## src/rtl/pmp_chk_pkg.sv

```systemverilog
package pmp_chk_pkg;

  typedef enum logic [1:0] {
    VD_CONT = 2'd0,
    VD_PASS = 2'd1,
    VD_DENY = 2'd2
  } verdict_e;

  localparam logic [1:0] MODE_OFF   = 2'd0;
  localparam logic [1:0] MODE_TOR   = 2'd1;
  localparam logic [1:0] MODE_NA4   = 2'd2;
  localparam logic [1:0] MODE_NAPOT = 2'd3;

  localparam logic [1:0] PRIV_MACHINE = 2'd3;

  localparam int CFG_LOCK_BIT = 7;

  // permission bit selected by the access kind (0 read, 1 write, 2 execute)
  function automatic logic kind_allowed(logic [2:0] perm, logic [1:0] kind);
    case (kind)
      2'd0:    return perm[0];
      2'd1:    return perm[1];
      2'd2:    return perm[2];
      default: return 1'b0;
    endcase
  endfunction

endpackage

```

## src/rtl/pmp_entry_eval.sv

```systemverilog
module pmp_entry_eval
  import pmp_chk_pkg::*;
#(
  parameter int XLEN = 32,
  localparam int RW  = XLEN + 3
) (
  input  logic [1:0]      mode_i,
  input  logic [2:0]      perm_i,
  input  logic            lock_i,
  input  logic [XLEN-1:0] word_i,
  input  logic [XLEN-1:0] prev_word_i,
  input  logic [RW-1:0]   acc_lo_i,
  input  logic [RW-1:0]   acc_hi_i,
  input  logic [1:0]      kind_i,
  input  logic            machine_i,
  output verdict_e        verdict_o,
  output logic            overlap_o,
  output logic            inside_o
);

  function automatic logic [RW-1:0] word_to_byte(logic [XLEN-1:0] w);
    return {1'b0, w, 2'b00};
  endfunction

  // mask of the trailing ones plus the first zero above them
  function automatic logic [XLEN-1:0] napot_mask(logic [XLEN-1:0] w);
    return w ^ (w + 1'b1);
  endfunction

  function automatic logic [RW-1:0] napot_size(logic [XLEN-1:0] m);
    logic [XLEN:0] words;
    words = {1'b0, m} + 1'b1;
    return {words, 2'b00};
  endfunction

  logic [RW-1:0]   reg_lo, reg_hi;
  logic            reg_valid;
  logic [XLEN-1:0] low_mask;

  always_comb begin
    low_mask  = napot_mask(word_i);
    reg_lo    = '0;
    reg_hi    = '0;
    reg_valid = 1'b0;
    case (mode_i)
      MODE_TOR: begin
        reg_lo    = word_to_byte(prev_word_i);
        reg_hi    = word_to_byte(word_i);
        reg_valid = reg_lo < reg_hi;
      end
      MODE_NA4: begin
        reg_lo    = word_to_byte(word_i);
        reg_hi    = reg_lo + RW'(4);
        reg_valid = 1'b1;
      end
      MODE_NAPOT: begin
        reg_lo    = word_to_byte(word_i & ~low_mask);
        reg_hi    = reg_lo + napot_size(low_mask);
        reg_valid = 1'b1;
      end
      default: reg_valid = 1'b0;
    endcase
  end

  assign overlap_o = reg_valid && (acc_lo_i < reg_hi) && (acc_hi_i > reg_lo);
  assign inside_o  = reg_valid && (acc_lo_i >= reg_lo) && (acc_hi_i <= reg_hi);

  always_comb begin
    if (!overlap_o)                verdict_o = VD_CONT;
    else if (!inside_o)            verdict_o = VD_DENY;
    else if (machine_i && !lock_i) verdict_o = VD_PASS;
    else if (kind_allowed(perm_i, kind_i)) verdict_o = VD_PASS;
    else                           verdict_o = VD_DENY;
  end

endmodule

```

## config.mk

```make
export PLATFORM = sky130hd
export DESIGN_NAME = pmp_entry_eval
export DESIGN_NICKNAME = d
export VERILOG_FILES = /design/src/rtl/pmp_chk_pkg.sv /design/src/rtl/pmp_entry_eval.sv
export SDC_FILE = /design/constraint.sdc
export NUM_CORES = 1
export LEC_CHECK = 0
export ABC_AREA = 1
export BUFFER_PORTS_ARGS = -buffer_cell sky130_fd_sc_hd__buf_2
export CELL_PAD_IN_SITES_DETAIL_PLACEMENT = 0
export CELL_PAD_IN_SITES_GLOBAL_PLACEMENT = 1
export CORE_ASPECT_RATIO = 2
export CORE_MARGIN = 1
export CORE_UTILIZATION = 38
export DETAILED_ROUTE_END_ITERATION = 10
export GPL_TIMING_DRIVEN = 0
export PLACE_DENSITY_LB_ADDON = 0.05
export SLEW_MARGIN = 10
export SYNTH_ARGS = -nofsm -noshare
export SYNTH_HDL_FRONTEND = slang
export SYNTH_SLANG_ARGS = --single-unit
```

## constraint.sdc

```tcl
create_clock -name vclk -period 10.8
set_input_delay 3.24 -clock vclk [all_inputs]
set_output_delay 3.24 -clock vclk [all_outputs]
set_load 0.05 [all_outputs]
```

==> impl_metrics.env <==
export IMPL_yosysMostFrequentCell="nand2_1"
export IMPL_avgRoutedWirePerCell_um=20.3
export IMPL_hold_violations=0
export IMPL_post_drt_via_cell_ratio=5.59
export IMPL_diodes=0
export IMPL_design_seq_count=0
export IMPL_grt_busiest_layer="met2"
export IMPL_pwr_density_cell_nw_per_um2=63.8
export IMPL_post_synth_cell_area_avg_um2=6.02
export IMPL_dpl_cell_area_um2=10300
export IMPL_hold_class="in2out"
export IMPL_min_period_ns=12.24
export IMPL_grtUsageMet1=0.320
export IMPL_path_class="in2out"
export IMPL_grtUsageMet2=0.639
export IMPL_clock_buffers=0
export IMPL_row_count=78
export IMPL_startpoint_type="primary input"
export IMPL_fin_setup_tns_ns=-5.46
export IMPL_final_period_utilization=1.13
export IMPL_fmax_ghz=0.0817
export IMPL_cp_end_kind="primary output"
export IMPL_rsz0062_at_grt="yes"
export IMPL_grt_pass1_wl_um=57200
export IMPL_grt_antenna_before_repair=0
export IMPL_syn_to_final_growth_pct=31.7
export IMPL_grt_total_usage=0.326
export IMPL_arrival_ns=9.00
export IMPL_ys_types=40
export IMPL_drive_above_1_share=0.246
export IMPL_dp_hpwl_um=34500
export IMPL_ys_warn_count=0
export IMPL_p_leak_nw=5.69
export IMPL_crit_slowest_cell="ha_1"
export IMPL_layout_nets=2035
export IMPL_cp_required_ns=7.56
export IMPL_max_slew_margin_rel=0.432
export IMPL_worstMarginPinSlew_ns=0.852
export IMPL_yosys_top_cells_area="ha_1, nand2_1, inv_1"
export IMPL_yosys_area_top_type="ha_1"
export IMPL_synthCells=1476
export IMPL_yosysSeqAreaShare=0
export IMPL_synth_top_area_frac=0.317
export IMPL_die_w_um=110
export IMPL_gp_congestion=0.925
export IMPL_timing_final_ws_setup_ns=-1.44
export IMPL_failed_checks="negative setup slack"
export IMPL_drt_iter0_markers=546
export IMPL_met3_usage=0.0182
export IMPL_io_buffers=147
export IMPL_ctsHoldBuffers=0
export IMPL_final_cell_area_um2=11700
export IMPL_dieHeight_um=218
export IMPL_grt_pass1_vias=10500
export IMPL_max_stage_delay_ns=0.36
export IMPL_seqCellArea_um2=0
export IMPL_vdd_ir_drop_max_mv=0.0393
export IMPL_final_antenna_net_count=0
export IMPL_drcViolationCount=0
export IMPL_cpMostUsedCell="nand2_2"
export IMPL_synth_common_cells="nand2_1, ha_1, inv_1"
export IMPL_io_pins=147
export IMPL_synth_area_um2=8890
export IMPL_wirelength_um=39500
export IMPL_status="finished with violations"
export IMPL_dieArea_um2=24000
export IMPL_maxSlewViolCount=0
export IMPL_drv_cap=0
export IMPL_first_pass_iters=5
export IMPL_critPathMaxFanout=6
export IMPL_grt_remaining_overflow=0
export IMPL_start_util=0.389
export IMPL_grt_max_degree=11
export IMPL_core_um2=22800
export IMPL_vias=10900
export IMPL_finalSetupViolations=4
export IMPL_synth_fp_nets=1845
## report_power, final
| group | leakage, nW | switching (W) | internal [W] | total, W |
|---|---|---|---|---|
| logic | 5.69 | 0.000463 | 0.000283 | 0.000746 |
| clock network | 0 | 0 | 0 | 0 |
| registers | 0 | 0 | 0 | 0 |
## layout by cell type, fill, tap and decap left out, drive strengths merged
master,n
inv,199
nand2,348
o21a,9
nand3b,11
buf,193
nand4,41
o211ai,5
o2111ai,1
clkinvlp,2
nand3,66
o21bai,10
a221oi,33
nor2,177
and3,3
xnor2,29
xor2,37
o21ai,46
o221ai,8
a31oi,1
or2,15
ha,225
a21o,8
a21oi,120
o22ai,13
clkbuf,15
clkinv,2
nor3,32
fa,1
nor4,14
## kinds of logic after synthesis
logic type | after synthesis | share of synthesized area
simple gates | 707 | 0.349
compound gates | 254 | 0.172
fa+ha+maj | 226 | 0.319
buf+inv | 223 | 0.0942
xor+xnor | 66 | 0.0659
## cell type report
class | count | area (um^2)
inverters | 203 | 790
repair buffers | 188 | 1140
fillers | 2520 | 11100
multi-input cells | 1253 | 9350
plain buffers | 20 | 77.6
well taps | 280 | 350
## layer usage
metal / share of wire / wire (um)
met1: 0.35 / 13700
met2: 0.54 / 21200
met3: 0.041 / 1610
met4: 0.076 / 2990
met5: 0 / 0
## path summary, 6_finish.rpt
check | from | to | slack, ns | depth (start not counted)
max | word_i[0] | verdict_o[1] | -1.44 | 41
min | lock_i | verdict_o[1] | 7.08 | 6
## stage by stage
| stage | instances | hold WS (ns) | utilization | power (W) | setup slack (ns) |
|---|---|---|---|---|---|
| after floorplan | 1476 | 6.80 | - | 0.000431 | -0.568 |
| after global placement | 1903 | 7.08 | 0.451 | 0.000638 | -2.34 |
| after detailed placement | 1903 | 7.08 | 0.451 | 0.000645 | -2.38 |
| after CTS | 1933 | 7.07 | 0.495 | 0.000712 | -1.38 |
| after global routing | 1944 | 7.14 | 0.512 | 0.000827 | -1.80 |
| final | 1944 | 7.08 | 0.512 | 0.000746 | -1.44 |
## timing repair
action,4_1_cts,5_1_grt
pin swaps,67,36
resized for setup,155,72
endpoints found under the setup margin,4,4
setup buffers,30,11
## critical path, delay by kind of cell
| kind | cells | cell delay [ns] |
|---|---|---|
| adder cells (fa/ha/maj) | 4 | 1.11 |
| AND/OR/NAND/NOR | 23 | 2.80 |
| AO/OA/AOI/OAI | 2 | 0.42 |
| buffers and inverters | 10 | 0.97 |
| XOR/XNOR | 2 | 0.45 |
No activity file was read; power rests on OpenSTA's default activity.
